<file path="src/rtl/dfs_pkg.sv">
package dfs_pkg;

    typedef enum logic [1:0] {
        OP_ERASE_START  = 2'd0,
        OP_ERASE_WAIT   = 2'd1,
        OP_WRITE_BLOCK  = 2'd2,
        OP_VERIFY_BLOCK = 2'd3
    } op_t;

    typedef enum logic [2:0] {
        ERR_NONE    = 3'd0,
        ERR_ERASE   = 3'd1,
        ERR_VPP     = 3'd2,
        ERR_PROTECT = 3'd3,
        ERR_PROGRAM = 3'd4,
        ERR_VERIFY  = 3'd5,
        ERR_TIMEOUT = 3'd6
    } err_t;

    typedef enum logic [3:0] {
        S_IDLE,
        S_ER_SETUP,
        S_ER_CONF,
        S_ER_POLL,
        S_PG_E8,
        S_PG_XSR,
        S_PG_CNT,
        S_PG_DATA,
        S_PG_CONF,
        S_PG_POLL,
        S_VF_RA,
        S_VF_RD,
        S_ERR_CLR,
        S_ERR_RA,
        S_DONE
    } state_t;

    localparam logic [7:0] CMD_ERASE    = 8'h20;
    localparam logic [7:0] CMD_CONFIRM  = 8'hD0;
    localparam logic [7:0] CMD_BUF_WR   = 8'hE8;
    localparam logic [7:0] CMD_CLR_STAT = 8'h50;
    localparam logic [7:0] CMD_RD_ARRAY = 8'hFF;

    // A command goes to both devices in one bus write.
    function automatic logic [31:0] dup_cmd(input logic [7:0] c);
        return {16'h0000, c, c};
    endfunction

endpackage

</file>
<file path="src/rtl/dfs_status_eval.sv">
module dfs_status_eval #(
    parameter int LANES = 2
) (
    input  logic [LANES*8-1:0] status,
    output logic               all_ready,
    output logic               erase_fail,
    output logic               vpp_fail,
    output logic               protect_fail,
    output logic               prog_fail
);
    logic [LANES-1:0] lane_rdy;
    logic [LANES-1:0] lane_er;
    logic [LANES-1:0] lane_vpp;
    logic [LANES-1:0] lane_prot;
    logic [LANES-1:0] lane_prog;

    for (genvar l = 0; l < LANES; l++) begin : g_lane
        logic [7:0] sb;
        assign sb           = status[l*8 +: 8];
        assign lane_rdy[l]  = sb[7];
        assign lane_er[l]   = sb[5];
        assign lane_prog[l] = sb[4];
        assign lane_vpp[l]  = sb[3];
        assign lane_prot[l] = sb[1];
    end

    // Ready only when every device agrees; any lane may raise an error.
    assign all_ready    = &lane_rdy;
    assign erase_fail   = |lane_er;
    assign vpp_fail     = |lane_vpp;
    assign protect_fail = |lane_prot;
    assign prog_fail    = |lane_prog;

endmodule

</file>
<file path="src/rtl/dfs_poll_timer.sv">
module dfs_poll_timer #(
    parameter int LIMIT = 1000000
) (
    input  logic clk,
    input  logic rst_n,
    input  logic run,
    output logic expired
);
    localparam int CW = $clog2(LIMIT + 1);
    localparam logic [CW-1:0] LIM_C = CW'(LIMIT);
    localparam logic [CW-1:0] ONE_C = {{(CW-1){1'b0}}, 1'b1};

    logic [CW-1:0] cnt_d, cnt_q;

    always_comb begin
        cnt_d = cnt_q;
        if (!run)
            cnt_d = '0;
        else if (cnt_q < LIM_C)
            cnt_d = cnt_q + ONE_C;
    end

    always_ff @(posedge clk or negedge rst_n) begin
        if (!rst_n)
            cnt_q <= '0;
        else
            cnt_q <= cnt_d;
    end

    assign expired = (cnt_q >= LIM_C);

    // the timer can only have run out while a poll loop was active
    p_expire_after_run_r9: assert property (@(posedge clk) disable iff (!rst_n)
        expired |-> $past(run));

endmodule

</file>
<file path="src/rtl/dual_flash_seq.sv">
module dual_flash_seq
    import dfs_pkg::*;
#(
    parameter int ADDR_W        = 24,
    parameter int BLK_BYTES     = 262144,
    parameter int DEV_BUF_BYTES = 32,
    parameter int POLL_LIMIT    = 1000000,
    localparam int BLK_BITS     = $clog2(BLK_BYTES),
    localparam int BLKN_W       = ADDR_W - BLK_BITS
) (
    input  logic              clk,
    input  logic              rst_n,
    input  logic              req_valid,
    input  logic [1:0]        req_op,
    input  logic [BLKN_W-1:0] req_blk,
    output logic              req_ready,
    output logic              bus_req,
    output logic              bus_we,
    output logic [ADDR_W-1:0] bus_addr,
    output logic [31:0]       bus_wdata,
    input  logic [31:0]       bus_rdata,
    input  logic              bus_ack,
    input  logic              src_valid,
    input  logic [31:0]       src_data,
    output logic              src_pop,
    output logic              flash_we,
    output logic              done,
    output logic [2:0]        err_code
);
    localparam int WIDX_W    = BLK_BITS - 2;
    localparam int BUF_WORDS = (DEV_BUF_BYTES * 2) / 4;
    localparam int BW_BITS   = $clog2(BUF_WORDS);
    localparam logic [7:0] CNT_BYTE = 8'(DEV_BUF_BYTES / 2 - 1);
    localparam logic [WIDX_W:0] WIDX_ONE = {{WIDX_W{1'b0}}, 1'b1};

    typedef struct packed {
        state_t            st;
        logic [BLKN_W-1:0] blk;
        logic [WIDX_W:0]   widx;
        err_t              err;
        logic              we;
    } regs_t;

    regs_t r_d, r_q;

    logic st_rdy, st_er, st_vpp, st_prot, st_prog;
    logic polling, poll_expired;
    logic word_addr;

    dfs_status_eval #(.LANES(2)) u_status (
        .status      (bus_rdata[15:0]),
        .all_ready   (st_rdy),
        .erase_fail  (st_er),
        .vpp_fail    (st_vpp),
        .protect_fail(st_prot),
        .prog_fail   (st_prog)
    );

    assign polling = (r_q.st == S_ER_POLL) || (r_q.st == S_PG_E8) ||
                     (r_q.st == S_PG_XSR)  || (r_q.st == S_PG_POLL);

    dfs_poll_timer #(.LIMIT(POLL_LIMIT)) u_timer (
        .clk    (clk),
        .rst_n  (rst_n),
        .run    (polling),
        .expired(poll_expired)
    );

    // Bus side, decoded from the current state
    always_comb begin
        bus_req   = 1'b0;
        bus_we    = 1'b0;
        bus_wdata = '0;
        word_addr = 1'b0;
        unique case (r_q.st)
            S_ER_SETUP: begin bus_req = 1'b1; bus_we = 1'b1; bus_wdata = dup_cmd(CMD_ERASE);    end
            S_ER_CONF:  begin bus_req = 1'b1; bus_we = 1'b1; bus_wdata = dup_cmd(CMD_CONFIRM);  end
            S_PG_E8:    begin bus_req = 1'b1; bus_we = 1'b1; bus_wdata = dup_cmd(CMD_BUF_WR);   end
            S_PG_CNT:   begin bus_req = 1'b1; bus_we = 1'b1; bus_wdata = dup_cmd(CNT_BYTE);     end
            S_PG_CONF:  begin bus_req = 1'b1; bus_we = 1'b1; bus_wdata = dup_cmd(CMD_CONFIRM);  end
            S_VF_RA:    begin bus_req = 1'b1; bus_we = 1'b1; bus_wdata = dup_cmd(CMD_RD_ARRAY); end
            S_ERR_CLR:  begin bus_req = 1'b1; bus_we = 1'b1; bus_wdata = dup_cmd(CMD_CLR_STAT); end
            S_ERR_RA:   begin bus_req = 1'b1; bus_we = 1'b1; bus_wdata = dup_cmd(CMD_RD_ARRAY); end
            S_ER_POLL, S_PG_XSR, S_PG_POLL: bus_req = 1'b1;
            S_PG_DATA: begin
                bus_req   = src_valid;
                bus_we    = 1'b1;
                bus_wdata = src_data;
                word_addr = 1'b1;
            end
            S_VF_RD: begin
                bus_req   = src_valid;
                word_addr = 1'b1;
            end
            default: ;
        endcase
    end

    assign bus_addr  = {r_q.blk, word_addr ? {r_q.widx[WIDX_W-1:0], 2'b00} : {BLK_BITS{1'b0}}};
    assign src_pop   = bus_ack && ((r_q.st == S_PG_DATA) || (r_q.st == S_VF_RD));
    assign req_ready = (r_q.st == S_IDLE);
    assign done      = (r_q.st == S_DONE);
    assign flash_we  = r_q.we;
    assign err_code  = r_q.err;

    // Sequencer next-state
    always_comb begin
        r_d = r_q;
        unique case (r_q.st)
            S_IDLE: if (req_valid) begin
                r_d.err  = ERR_NONE;
                r_d.blk  = req_blk;
                r_d.widx = '0;
                unique case (op_t'(req_op))
                    OP_ERASE_START: begin r_d.we = 1'b1; r_d.st = S_ER_SETUP; end
                    OP_ERASE_WAIT:  r_d.st = S_ER_POLL;
                    OP_WRITE_BLOCK: begin r_d.we = 1'b1; r_d.st = S_PG_E8; end
                    default:        r_d.st = S_VF_RA;
                endcase
            end
            S_ER_SETUP: if (bus_ack) r_d.st = S_ER_CONF;
            S_ER_CONF:  if (bus_ack) r_d.st = S_DONE;
            S_ER_POLL: if (bus_ack) begin
                if (st_rdy) begin
                    if (st_er) begin
                        r_d.err = ERR_ERASE;
                        r_d.st  = S_ERR_CLR;
                    end else begin
                        r_d.st = S_DONE;
                    end
                end else if (poll_expired) begin
                    r_d.err = ERR_TIMEOUT;
                    r_d.st  = S_ERR_CLR;
                end
            end
            S_PG_E8: if (bus_ack) r_d.st = S_PG_XSR;
            S_PG_XSR: if (bus_ack) begin
                if (st_rdy) begin
                    r_d.st = S_PG_CNT;
                end else if (poll_expired) begin
                    r_d.err = ERR_TIMEOUT;
                    r_d.st  = S_ERR_CLR;
                end else begin
                    r_d.st = S_PG_E8;
                end
            end
            S_PG_CNT: if (bus_ack) r_d.st = S_PG_DATA;
            S_PG_DATA: if (bus_ack) begin
                r_d.widx = r_q.widx + WIDX_ONE;
                if (&r_q.widx[BW_BITS-1:0])
                    r_d.st = S_PG_CONF;
            end
            S_PG_CONF: if (bus_ack) r_d.st = S_PG_POLL;
            S_PG_POLL: if (bus_ack) begin
                if (st_rdy) begin
                    if (st_vpp) begin
                        r_d.err = ERR_VPP;
                        r_d.st  = S_ERR_CLR;
                    end else if (st_prot) begin
                        r_d.err = ERR_PROTECT;
                        r_d.st  = S_ERR_CLR;
                    end else if (st_prog) begin
                        r_d.err = ERR_PROGRAM;
                        r_d.st  = S_ERR_CLR;
                    end else if (r_q.widx[WIDX_W]) begin
                        r_d.we = 1'b0;
                        r_d.st = S_DONE;
                    end else begin
                        r_d.st = S_PG_E8;
                    end
                end else if (poll_expired) begin
                    r_d.err = ERR_TIMEOUT;
                    r_d.st  = S_ERR_CLR;
                end
            end
            S_VF_RA: if (bus_ack) r_d.st = S_VF_RD;
            S_VF_RD: if (bus_ack) begin
                if (bus_rdata != src_data) begin
                    r_d.err = ERR_VERIFY;
                    r_d.we  = 1'b0;
                    r_d.st  = S_DONE;
                end else begin
                    r_d.widx = r_q.widx + WIDX_ONE;
                    if (&r_q.widx[WIDX_W-1:0])
                        r_d.st = S_DONE;
                end
            end
            S_ERR_CLR: if (bus_ack) r_d.st = S_ERR_RA;
            S_ERR_RA: if (bus_ack) begin
                r_d.we = 1'b0;
                r_d.st = S_DONE;
            end
            S_DONE:  r_d.st = S_IDLE;
            default: r_d.st = S_IDLE;
        endcase
    end

    always_ff @(posedge clk or negedge rst_n) begin
        if (!rst_n)
            r_q <= '{st: S_IDLE, blk: '0, widx: '0, err: ERR_NONE, we: 1'b0};
        else
            r_q <= r_d;
    end

    p_bus_hold_r11: assert property (@(posedge clk) disable iff (!rst_n)
        bus_req && !bus_ack |=> bus_req && $stable(bus_addr) && $stable(bus_we) && $stable(bus_wdata));

    p_cmd_lanes_r1: assert property (@(posedge clk) disable iff (!rst_n)
        bus_req && bus_we && (r_q.st != S_PG_DATA) |->
            (bus_wdata[31:16] == 16'h0) && (bus_wdata[15:8] == bus_wdata[7:0]));

    p_data_we_r7: assert property (@(posedge clk) disable iff (!rst_n)
        bus_req && bus_we && (r_q.st == S_PG_DATA) |-> flash_we);

    p_done_pulse_r10: assert property (@(posedge clk) disable iff (!rst_n)
        done |=> !done);

    p_err_hold_r10: assert property (@(posedge clk) disable iff (!rst_n)
        req_ready && !req_valid |=> $stable(err_code));

    p_err_we_off_r6: assert property (@(posedge clk) disable iff (!rst_n)
        done && (err_code != 3'd0) |-> !flash_we);

endmodule

</file>
<file path="config.mk">
export PLATFORM = sky130hd
export DESIGN_NAME = dual_flash_seq
export DESIGN_NICKNAME = d
export VERILOG_FILES = /design/src/rtl/dfs_pkg.sv /design/src/rtl/dfs_status_eval.sv /design/src/rtl/dfs_poll_timer.sv /design/src/rtl/dual_flash_seq.sv
export SDC_FILE = /design/constraint.sdc
export NUM_CORES = 1
export LEC_CHECK = 0
export BUFFER_PORTS_ARGS = -buffer_cell sky130_fd_sc_hd__buf_4
export CAP_MARGIN = 20
export CELL_PAD_IN_SITES_DETAIL_PLACEMENT = 1
export CELL_PAD_IN_SITES_GLOBAL_PLACEMENT = 2
export CORE_MARGIN = 3
export CORE_UTILIZATION = 28
export CTS_CLUSTER_DIAMETER = 100
export DETAILED_ROUTE_END_ITERATION = 7
export GPL_TIMING_DRIVEN = 0
export MAX_ROUTING_LAYER = met4
export PLACE_DENSITY = 0.88
export SLEW_MARGIN = 20
export SYNTH_ARGS = -nofsm -noshare
export SYNTH_HDL_FRONTEND = slang
export SYNTH_HIERARCHICAL = 1
export SYNTH_SLANG_ARGS = --single-unit
</file>
<file path="constraint.sdc">
create_clock -name clk -period 3.07 [get_ports clk]
set_clock_uncertainty 0.15 [all_clocks]
set_input_delay 0.307 -clock clk [delete_from_list [all_inputs] [get_ports clk]]
set_output_delay 0.307 -clock clk [all_outputs]
set_load 0.05 [all_outputs]
</file>
==> summary.txt, run 1 <==
Logic synthesis
  – Synth Area in Compound Gates: 0.217
  – Largest family of logic cells by synthesized area: simple AND/OR/NAND/NOR gates
  – Seq/Total Area, Yosys: 0.302
  – Fraction of synthesized area in multiplexers: 0.0154
  – Simple-gate share of the synthesized area: 0.303
  – Cell Area, Synth: about 0.0042 mm²
  – Prevailing post-synth register cell: dfrtp_1
  – Yosys warns: 6
  – Synth Area in XOR/XNOR: 0.0910
  – Post-synth ARST share: 1.00
  – Post-Synthesis Cells: roughly 530
  – Post-synth EDFFs: 0
  – Register bit total from synthesis: 51
  – Yosys cell types: 67
  – Adder-cell share of the synthesized area: 0.00890
  – Post-Syn Area per Cell: between 7 and 8 µm²

Cells and area
  – Ant diodes: 0
  – Area delta synth->final: 34.5%
  – Final nets: between 700 and 800
  – Storage element area: ~0.0013 mm²
  – Multi-input logic area: ~0.0027 mm²
  – Layout cells sized above 1: 0.284
  – Non-filler cells, final: ~870
  – FILL cells: between 1500 and 2000

Worst setup path
  – Worst Reg-to-Reg Cells: 12
  – Max FO, Critical Path: 10
  – Crit path required time: ~2600 ps
  – Worst r2r src: u_timer/cnt_q[16]
  – Critical Path Source Type: flop
  – WP data arrival: 2420 ps
  – Flop2flop setup slack: between 200 and 300 ps
  – RR Endpoint: r_q[30]
  – Crit path kind: flop to primary output
  – CP Launch Point: r_q[30]
  – Worst Setup End Kind: primary output

Clocking
  – CTS H-tree lvls: 2
  – Number of buffers created by CTS: 5
  – CTS Buffer Depth: 2
  – # clock sinks: slightly above 50
  – Clock latency on the worst-skew pair: 300 ps
  – CTS tree: done
  – Root buffer cell: clkbuf_16
  – Postcts setup bufs: 0
  – Clock-pin slew on the worst setup and hold paths: 70 ps

Timing
  – RSZ-0062 raised after global routing: no
  – Final worst slack: between 150 and 200 ps
  – Fin. Hold Viols: 0
  – Rel. slew slack: 0.477
  – Post-layout min period: a little under 3000 ps
  – Slew @ Worst Pin: about 780 ps
  – Total negative slack: 0 ps
  – Crit share post-route: 0.939
  – Slew Viols, Final: 0
  – Final Setup Violations: 0
  – Max frequency: between 300 and 400 MHz

Global route
  – Initial antenna violation count: 0
  – Vias in the first global route: around 5100
  – First-pass GRT wire length: 26100 µm
  – Global-route usage over all layers: 0.202
  – Total grt overflow: 0
  – Largest net degree at the start of global routing: 52

Power
  – P per Cell Area: slightly below 900 mW/mm²
  – P_leak: approximately 2.5 nW
  – Pwr Total: approximately 5 mW
  – Maximum VDD drop: about 0.85 mV

Die
  – Die height: roughly 130 µm
  – Starting Density: 0.288
  – I/O Pins: 142
  – Die width: between 100 and 150 µm
  – Total die area: approximately 0.017 mm²
  – Core Area: between 0.01 and 0.015 mm²
  – Num rows: 44

Detailed routing
  – Initial DRC count: between 300 and 400
  – DRC errors left: 0
  – Avg WL per Cell: about 19 µm
  – Final wirelength: 16100 µm
  – First drt pass iteration count: 4
  – Final ANT Viol Nets: 0
  – Vias/cell: 5.33
  – DR vias: approximately 4600

Hold path
  – Hold Path End: bus_addr[19]
  – Worst hold path cell count: 3
  – Hold Path Class: input pin to flop
  – Hold_sp: req_blk[1]

Run
  – Max-cap violations: 0

Outcome
  – Status: finished, final reports clean

Placed design
  – Port Buffers: 139
  – Placed Instances: approximately 860
  – Pre-CTS WS: between 200 and 300 ps
  – Gpl congestion: between 0.9 and 1
  – Hpwl dp: 12800 µm
[state kept, by name, summed over array words and instances (netlist names)]
name and cells:
flash_we 1, u_timer/cnt_q 20, err_code 3, bus_addr 6
r_q 21
[synth_stat cells (7+ instances only)]
master     n  area, µm²
nand2_1   58        218
dfrtp_1   51       1280
xnor2_1   42        368
a21oi_1   41        205
and2_1    39        244
nor2_1    31        116
o21ai_0   24        120
o31ai_1   24        180
nand3_1   20        100
nand2b_1  14       87.6
buf_4     13       97.6
clkbuf_1  13       48.8
nand4_1   11       68.8
buf_2     10       50.1
and3_1     9       56.3
inv_1      9       33.8
nor3_1     8       40.0
o22ai_1    8       50.1
a21o_1     7       52.6
o211ai_1   7       52.6
or4_1      7       52.6
[cell usage in the layout (no fill, tap or decap), types with 3 or more instances in the layout]
cell type  instances
a21o_1             7
a21oi_1           41
a31oi_1            5
and2_1            39
and3_1             9
buf_2             10
buf_4            152
clkbuf_1          12
clkbuf_16          5
clkbuf_2           3
dfrtp_1           51
ha_1               3
inv_1              9
mux2i_1            5
nand2_1           58
nand2b_1          14
nand3_1           20
nand3b_1           3
nand4_1           11
nor2_1            30
nor2_2             3
nor2b_1            6
nor3_1             8
o211ai_1           7
o21ai_0           24
o21ai_1            6
o21bai_1           4
o22ai_1            7
o31ai_1           24
or2_1              5
or3_1              3
or4_1              7
xnor2_1           42
[worst max-delay path, cell delays in order (launching register included)]
cell      delay, ps
dfrtp_1         490
buf_6           200
clkbuf_2        200
nor2b_1         470
nand2_1         120
a21oi_1         240
o21bai_1        170
buf_4           230
[area by class of cell]
cell class | instances | share of cell area
Inverter | 11 | 0.00728
Multi-Input combinational cell | 433 | 0.476
Clock buffer | 8 | 0.0276
Buffer | 39 | 0.0386
Sequential cell | 51 | 0.225
Timing Repair Buffer | 140 | 0.186
Tap cell | 184 | 0.0406
[worst max-delay path by stage]
| stage | endpoint | cells past startpoint |
|---|---|---|
| floorplan | bus_wdata[11] | 5 |
| global placement | bus_wdata[8] | 7 |
| detailed placement | r_q[30] | 12 |
| CTS | bus_wdata[3] | 7 |
| global route | bus_addr[14] | 7 |
| finish | bus_wdata[13] | 7 |
[what timing repair did]
action                                  in CTS  in global routing
endpoints found under the setup margin       6                 12
resized for setup                            1                  6
hold buffers                                 1                  0
hold endpoints to repair                    51                  0
[per-stage QoR]
| stage | hold slack (ps) | util | instance area (µm²) |
|---|---|---|---|
| 2_1_floorplan | -139 | - | 4220 |
| 6_report | 58.4 | 0.388 | 5680 |
| 3_5_place_dp | 248 | 0.375 | 5500 |
| 5_1_grt | 68.0 | 0.388 | 5680 |
| 4_1_cts | 51.4 | 0.387 | 5670 |
| 3_3_place_gp | 244 | 0.375 | 5500 |
[power by group]
part / switching, mW / internal, mW
Combinational: 2.38 / 1.12
Clock: 0.254 / 0.348
Sequential: 0.108 / 0.781
[metal layers]
layer,routed length [µm],vias up,global-route usage
met5,0,-,-
met3,736,26,0.0262
met1,6650,2245,0.236
li1,-,2187,-
met2,8280,156,0.355
met4,460,0,0.0716
[cell families (layout without fill, tap and decap cells)]
group,after synthesis,after routing
xor gates and xnor gates,43,43
other,1,2
AOI/OAI and AO/OA,144,144
and+or+nand+nor,235,235
buffers and inverters,50,198
adders and majority gates,3,3
DFF,51,51
muxes,6,6
Note: power is estimated with default switching activity, not from simulation.
==> run 2: changes to the inputs <==
PLACE_DENSITY = not set   (was 0.88)
PLACE_DENSITY_LB_ADDON = 0.1   (was not set)
==> run 2 against run 1 <==
Compared with the run above: count of clock-buffer cells in the layout down 1; total power decreased by 1.7%; sequential share of layout area grew 0.095 points; critical endpoint is now bus_wdata[1]; sequential power about the same; highest routed layer unchanged; global-route usage decreased by 0.87 points.
==> summary.txt, run 2 (synthesis results as in run 1) <==
Outcome
  – Status: finished, final reports clean (unchanged)

Worst setup path
  – Max FO, Critical Path: 10 (unchanged)
  – WP data arrival: 2380 ps (was 2420 ps)
  – Crit path kind: flop to primary output (unchanged)
  – Critical-path top delay cell: clkbuf_1 (was dfrtp_1)
  – WP buf/inv: 4 (was 3)
  – Worst Reg-to-Reg Cells: 11 (was 12)
  – Critical Path Source Type: flop (unchanged)
  – Worst path most repeated cell: buf_4
  – Crit path depth: 7 (unchanged)
  – Slowest Stage Delay on Critical Path: 400 ps (was 490 ps)
  – CP top delay family: buffers and inverters (unchanged)
  – Cell Chain, Critical Path: buf_4 > buf_2 > clkbuf_1 > nand2_1 > o22ai_2 > a21o_1 > buf_4 (was buf_6 > clkbuf_2 > nor2b_1 > nand2_1 > a21oi_1 > o21bai_1 > buf_4)
  – Crit path required time: 2610 ps (about the same)
  – Worst Setup End Kind: primary output (unchanged)

Detailed routing
  – Routed wire length on met2: 8050 µm (was 8280 µm)
  – Met3 wire length: 718 µm (was 736 µm)
  – DRC errors left: 0 (unchanged)
  – Final ANT Viol Nets: 0 (unchanged)
  – Vias/cell: 5.18 (was 5.33)
  – Avg WL per Cell: 18.1 µm (was 18.6 µm)
  – Initial DRC count: 169 (was 310)
  – Wire length on met1: 6730 µm (was 6650 µm)
  – Uppermost layer routed: met4 (unchanged)
  – First drt pass iteration count: 4 (unchanged)
  – Final wirelength: 15700 µm (was 16100 µm)
  – DR vias: 4484 (was 4614)

Die
  – I/O Pins: 142 (unchanged)
  – Core Area: 0.0146 mm² (unchanged)
  – Die height: 129 µm (unchanged)
  – Starting Density: 0.288 (unchanged)
  – Total die area: 0.0166 mm² (unchanged)
  – Num rows: 44 (unchanged)
  – Die width: 129 µm (unchanged)

Cells and area
  – Area delta synth->final: 34.0% (was 34.5%)
  – Ant diodes: 0 (unchanged)
  – Max reg flops: 21 (unchanged)
  – FILL cells: 1813 (was 1775)
  – Layout cells sized above 1: 0.282 (was 0.284)
  – Final nets: 760 (was 761)
  – Commonest non-fill, non-tap cell in the layout: buf_4 (unchanged)
  – Top reg by flops: r_q (unchanged)
  – Commonest cells after routing, fill and taps aside: 152 x buf_4, 58 x nand2_1, 51 x dfrtp_1, 42 x xnor2_1, 41 x a21oi_1 (unchanged)

Run
  – Max-cap violations: 0 (unchanged)

Power
  – P per Cell Area: 869 mW/mm² (was 880 mW/mm²)
  – P_leak: 2.52 nW (was 2.53 nW)
  – Pwr Total: 4.91 mW (was 4.99 mW)
  – Maximum VDD drop: 0.651 mV (was 0.852 mV)

Timing
  – Max frequency: 353 MHz (was 347 MHz)
  – Slew Viols, Final: 0 (unchanged)
  – Crit share post-route: 0.923 (was 0.939)
  – Slew @ Worst Pin: 838 ps (was 782 ps)
  – Total negative slack: 0 ps (unchanged)
  – Rel. slew slack: 0.440 (was 0.477)
  – RSZ-0062 raised after global routing: no (unchanged)
  – WHS: 53.3 ps (was 58.4 ps)
  – Final Setup Violations: 0 (unchanged)
  – Post-layout min period: 2830 ps (was 2880 ps)
  – Fin. Hold Viols: 0 (unchanged)

Clocking
  – Number of buffers created by CTS: 5 (unchanged)
  – Root buffer cell: clkbuf_16 (unchanged)
  – Clock latency on the worst-skew pair: 290 ps (was 300 ps)
  – Clock-pin slew on the worst setup and hold paths: 70 ps (about the same)
  – CTS tree: done (unchanged)
  – CTS Buffer Depth: 2 (unchanged)
  – Postcts setup bufs: 0 (unchanged)
  – # clock sinks: 51 (unchanged)
  – CTS H-tree lvls: 2 (unchanged)

Placed design
  – Port Buffers: 139 (unchanged)
  – Hpwl dp: 12700 µm (was 12800 µm)
  – Gpl congestion: 0.877 (was 0.940)

Global route
  – Total grt overflow: 0 (unchanged)
  – Vias in the first global route: 4777 (was 5076)
  – Largest net degree at the start of global routing: 52 (unchanged)
  – First-pass GRT wire length: 25100 µm (was 26100 µm)
  – Initial antenna violation count: 0 (unchanged)
  – Global-route usage over all layers: 0.193 (was 0.202)

Hold path
  – Worst hold path cell count: 3 (unchanged)
  – Hold Path Class: input pin to flop (unchanged)
[run 2: cell count changes in the layout (fill, tap and decap cells not counted), sizes merged]
| cell | previous run | this run |
|---|---|---|
| clkbuf | 22 | 20 |
| clkinv | 0 | 1 |
[run 2: stage by stage]
stage	worst slack, ps	cells	instance area (µm²)	util
global placement	208	857	5500	0.375
CTS	17.1	866	5640	0.385
finish	235	865	5650	0.386
detailed placement	239	857	5500	0.375
global route	83.1	865	5650	0.386
floorplan	351	534	4220	-
[run 2: worst paths after layout]
kind / endpoint / slack, ps / start
worst max-delay path: bus_wdata[1] / 240 / r_q[29]
min in group asynchronous: r_q[15] / 440 / rst_n
worst min register to register: bus_addr[18] / 330 / bus_addr[18]
worst min-delay path: bus_addr[18] / 50 / req_blk[0]
worst max register to register: r_q[29] / 320 / u_timer/cnt_q[8]
max in group asynchronous: u_timer/cnt_q[8] / 1850 / rst_n
[run 2: power by group]
group	internal, mW	switching [mW]
clock	0.302	0.249
combinational	1.11	2.36
sequential	0.781	0.105
total	2.20	2.71
[run 2: worst min-delay path: stages]
cell and delay (ps):
buf_4 80, nand2_1 40, nand2_1 40
[run 2: area by class of cell]
cell class / instances / area [µm²] / share of cell area
clock inverter: 1 / 5.00 / 0.000886
timing repair buffer: 140 / 1050 / 0.186
sequential: 51 / 1280 / 0.226
inverter: 11 / 41.3 / 0.00731
buffer: 38 / 214 / 0.0379
multi-input combinational: 433 / 2700 / 0.478
clock buffer: 7 / 133 / 0.0235
tap: 184 / 230 / 0.0407
[run 2: layer usage]
metal | up-vias | track usage
met5 | - | -
met1 | 2190 | 0.231
li1 | 2183 | -
met3 | 10 | 0.0361
met4 | 0 | 0.0358
met2 | 101 | 0.341
[run 2: what timing repair did]
action,CTS,global route
resized for setup,0,5
setup endpoints to repair,0,16
endpoints found under the hold margin,51,0
hold buffers,1,0
==> run 3: changes to the inputs <==
ABC_AREA = 1   (was not set)
CORE_UTILIZATION = 24   (was 28)
clock period = 2.4 ns   (was 3.07 ns; I/O delays follow)
==> run 3 against run 2 <==
Compared with the run above: clock power is 61% higher; wire length is 22% higher; hold slack better by 160 ps; combinational power is 34% higher; highest routed layer unchanged; utilization is 4.0 points lower; register-to-register slack worse by 150 ps.
==> summary.txt, run 3 <==
Logic synthesis
  – Register bit total from synthesis: 51 (unchanged)
  – Top cell type's share of synthesized area: 0.265 (was 0.302)
  – Post-Synthesis Cells: 778 (was 533)
  – Post-synth EDFFs: 0 (unchanged)
  – Top-count cell post-synth: nand2_1 (unchanged)
  – Largest area contributor in the netlist: dfrtp_1 (unchanged)
  – Post-Syn Area per Cell: 6.19 µm² (was 7.92 µm²)
  – Seq/Total Area, Yosys: 0.265 (was 0.302)
  – Most frequent cells after synthesis: 255 x nand2_1, 106 x nor2_1, 103 x inv_1, 58 x nand3_1, 51 x dfrtp_1 (was 58 x nand2_1, 51 x dfrtp_1, 42 x xnor2_1, 41 x a21oi_1, 39 x and2_1)
  – Yosys warns: 6 (unchanged)
  – Top cells by area, synth: dfrtp_1 26%, nand2_1 20%, nor2_1 8.3% (was dfrtp_1 30%, xnor2_1 8.7%, and2_1 5.8%)
  – Prevailing post-synth register cell: dfrtp_1 (unchanged)
  – Cell Area, Synth: 0.00482 mm² (was 0.00422 mm²)
  – Post-synth ARST share: 1.00 (unchanged)
  – Yosys cell types: 43 (was 67)

Global route
  – Initial antenna violation count: 0 (unchanged)
  – First-pass GRT wire length: 30100 µm (was 25100 µm)
  – Global-route usage over all layers: 0.177 (was 0.193)
  – Vias in the first global route: 5723 (was 4777)
  – Largest net degree at the start of global routing: 52 (unchanged)
  – Total grt overflow: 0 (unchanged)

Outcome
  – Status: finished, final reports clean (unchanged)

Cells and area
  – Max reg flops: 21 (unchanged)
  – Area delta synth->final: 40.7% (was 34.0%)
  – Ant diodes: 0 (unchanged)
  – Top reg by flops: r_q (unchanged)
  – Final core utilization: 0.346 (was 0.386)
  – FILL cells: 2567 (was 1813)
  – Final nets: 1030 (was 760)
  – Layout cells sized above 1: 0.295 (was 0.282)
  – Commonest cells after routing, fill and taps aside: 251 x nand2_1, 162 x buf_4, 98 x inv_1, 96 x nor2_1, 56 x nand3_1 (was 152 x buf_4, 58 x nand2_1, 51 x dfrtp_1, 42 x xnor2_1, 41 x a21oi_1)
  – Commonest non-fill, non-tap cell in the layout: nand2_1 (was buf_4)

Timing
  – Slew @ Worst Pin: 733 ps (was 838 ps)
  – Post-layout min period: around 2300 ps
  – Fin. Hold Viols: 0 (unchanged)
  – Total negative slack: 0 ps (unchanged)
  – Final Setup Violations: 0 (unchanged)
  – Max frequency: between 400 and 500 MHz
  – Slew Viols, Final: 0 (unchanged)
  – Rel. slew slack: 0.512 (was 0.440)
  – Crit share post-route: 0.969
  – Final worst slack: 73.5 ps (was 235 ps)

Die
  – Die width: 148 µm (was 129 µm)
  – I/O Pins: 142 (unchanged)
  – Core Area: 0.0196 mm² (was 0.0146 mm²)
  – Num rows: 51 (was 44)
  – Die height: 148 µm (was 129 µm)
  – Starting Density: 0.246 (was 0.288)
  – Total die area: 0.0218 mm² (was 0.0166 mm²)

Worst setup path
  – Critical Path Source Type: flop (unchanged)
  – Worst Setup End Kind: primary output (unchanged)
  – Crit path kind: flop to primary output (unchanged)
  – Max FO, Critical Path: 5 (was 10)
  – CP top delay family: simple AND/OR/NAND/NOR gates (was buffers and inverters)
  – Critical-path top delay cell: dfrtp_2 (was clkbuf_1)
  – Crit path required time: 2010 ps (was 2610 ps)
  – WP data arrival: 1940 ps (was 2380 ps)
  – WP buf/inv: 2 (was 4)
  – Cell Chain, Critical Path: buf_6 > nand2_4 > nor2_4 > nor2_2 > o21ai_1 > nor3_2 > nand3_2 > buf_8 (was buf_4 > buf_2 > clkbuf_1 > nand2_1 > o22ai_2 > a21o_1 > buf_4)
  – Slowest Stage Delay on Critical Path: 470 ps (was 400 ps)

Detailed routing
  – Avg WL per Cell: 15.7 µm (was 18.1 µm)
  – First drt pass iteration count: 4 (unchanged)
  – DRC errors left: 0 (unchanged)
  – Initial DRC count: 217 (was 169)
  – Final wirelength: 19100 µm (was 15700 µm)
  – Vias/cell: 4.45 (was 5.18)
  – DR vias: 5416 (was 4484)
  – Final ANT Viol Nets: 0 (unchanged)

Placed design
  – Pre-CTS WS: -211 ps (was 239 ps)
  – Hpwl dp: 14900 µm (was 12700 µm)
  – Port Buffers: 139 (unchanged)
  – Gpl congestion: 0.852 (was 0.877)

Power
  – Int Pwr: 2.91 mW (was 2.20 mW)
  – Comb pwr share: 0.699 (was 0.707)
  – Sequential power share: 0.169 (was 0.180)
  – P per Cell Area: 984 mW/mm² (was 869 mW/mm²)
  – Maximum VDD drop: 0.350 mV (was 0.651 mV)
  – P_sw: 3.77 mW (was 2.71 mW)
  – Pwr Total: 6.67 mW (was 4.91 mW)
  – Clock Power Share: 0.133 (was 0.112)
  – Switching share of power: 0.564 (was 0.553)
  – P_leak: 3.48 nW (was 2.52 nW)

Clocking
  – CTS Buffer Depth: 2 (unchanged)
  – CTS H-tree lvls: 2 (unchanged)
  – # clock sinks: 51 (unchanged)
  – Clock-pin slew on the worst setup and hold paths: 70 ps (about the same)
  – CTS tree: done (unchanged)
  – Root buffer cell: clkbuf_16 (unchanged)
  – Clock latency on the worst-skew pair: 310 ps (was 290 ps)
  – Number of buffers created by CTS: 5 (unchanged)

Run
  – Max-cap violations: 0 (unchanged)

Hold path
  – Hold Path Class: input pin to flop (unchanged)
run 3: cell types whose count changed in the layout (fill, tap and decap cells not counted), sizes merged, moves of 9 or more:
| cell | before | now |
|---|---|---|
| nand2 | 61 | 274 |
| inv | 11 | 115 |
| nor2 | 33 | 119 |
| nand3 | 22 | 68 |
| and2 | 39 | 1 |
| a21oi | 41 | 12 |
| o31ai | 25 | 0 |
| xnor2 | 43 | 24 |
| xor2 | 0 | 17 |
| buf | 164 | 178 |
| nand2b | 14 | 0 |
| clkbuf | 20 | 7 |
| and3 | 9 | 0 |
run 3: path summary, 6_finish.rpt:
| kind | start | slack [ps] | cells past startpoint | end |
|---|---|---|---|---|
| min | req_op[1] | 210 | 5 | r_q[30] |
| min in group asynchronous | rst_n | 390 | 2 | r_q[30] |
| max reg2reg | u_timer/cnt_q[8] | 170 | 15 | r_q[29] |
| max | r_q[27] | 70 | 8 | bus_req |
| min reg2reg | bus_addr[23] | 340 | 2 | bus_addr[23] |
| max in group asynchronous | rst_n | 1190 | 2 | u_timer/cnt_q[12] |
run 3: routing by layer:
layer,share of wire,up-vias,GRT usage
li1,-,2747,-
met1,0.45,2549,0.223
met2,0.49,106,0.299
met3,0.045,14,0.0343
met4,0.011,0,0.0322
met5,0,-,-
run 3: area by class of cell:
cell class                      instances  area, µm²  share of cell area
Sequential cell                        51       1280               0.189
Timing Repair Buffer                  167       1310               0.193
Tap cell                              265        332              0.0489
Clock buffer                            5        125              0.0185
Inverter                              114        433              0.0638
Multi-Input combinational cell        590       3090               0.455
Clock inverter                          3       47.5             0.00701
Buffer                                 21        163              0.0240
run 3: tightest hold or removal path, stage by stage:
cell and delay (ps):
buf_4 90, nand2_1 50, nand4_1 90, nand3_1 90, nand2_1 70
run 3: power groups by stage:
| stage | logic (mW) | clock network [mW] | registers (mW) |
|---|---|---|---|
| final | 4.66 | 0.885 | 1.13 |
| after global routing | 4.99 | 0.958 | 1.15 |
| after CTS | 4.50 | 0.918 | 1.12 |
| after detailed placement | 4.35 | 0 | 1.13 |
| after global placement | 4.32 | 0 | 1.13 |
| after floorplan | 2.96 | 0 | 1.12 |
run 3: stage by stage:
stage	instances	area, µm²	hold slack [ps]
after floorplan	779	4820	-206
after global placement	1183	6200	193
after detailed placement	1183	6200	202
after CTS	1202	6580	204
after global routing	1216	6780	227
final	1216	6780	211
run 3: logic make-up (layout without fill, tap and decap cells):
family          count (synthesis)  after routing  synth area share
simple gates                  498            498             0.469
buf+inv                       138            310             0.124
flops                          51             51             0.265
compound gates                 46             46            0.0597
xor+xnor                       41             41            0.0745
fa+ha+maj                       3              3           0.00779
other cells                     1              2          0.000778
run 3: repair_timing:
item                                    CTS  global route
resized for setup                        31            35
endpoints found under the setup margin   73            63
setup buffers                             5            15
pin swaps                                 3             6
hold endpoints to repair                 58             0
hold buffers                              8             0
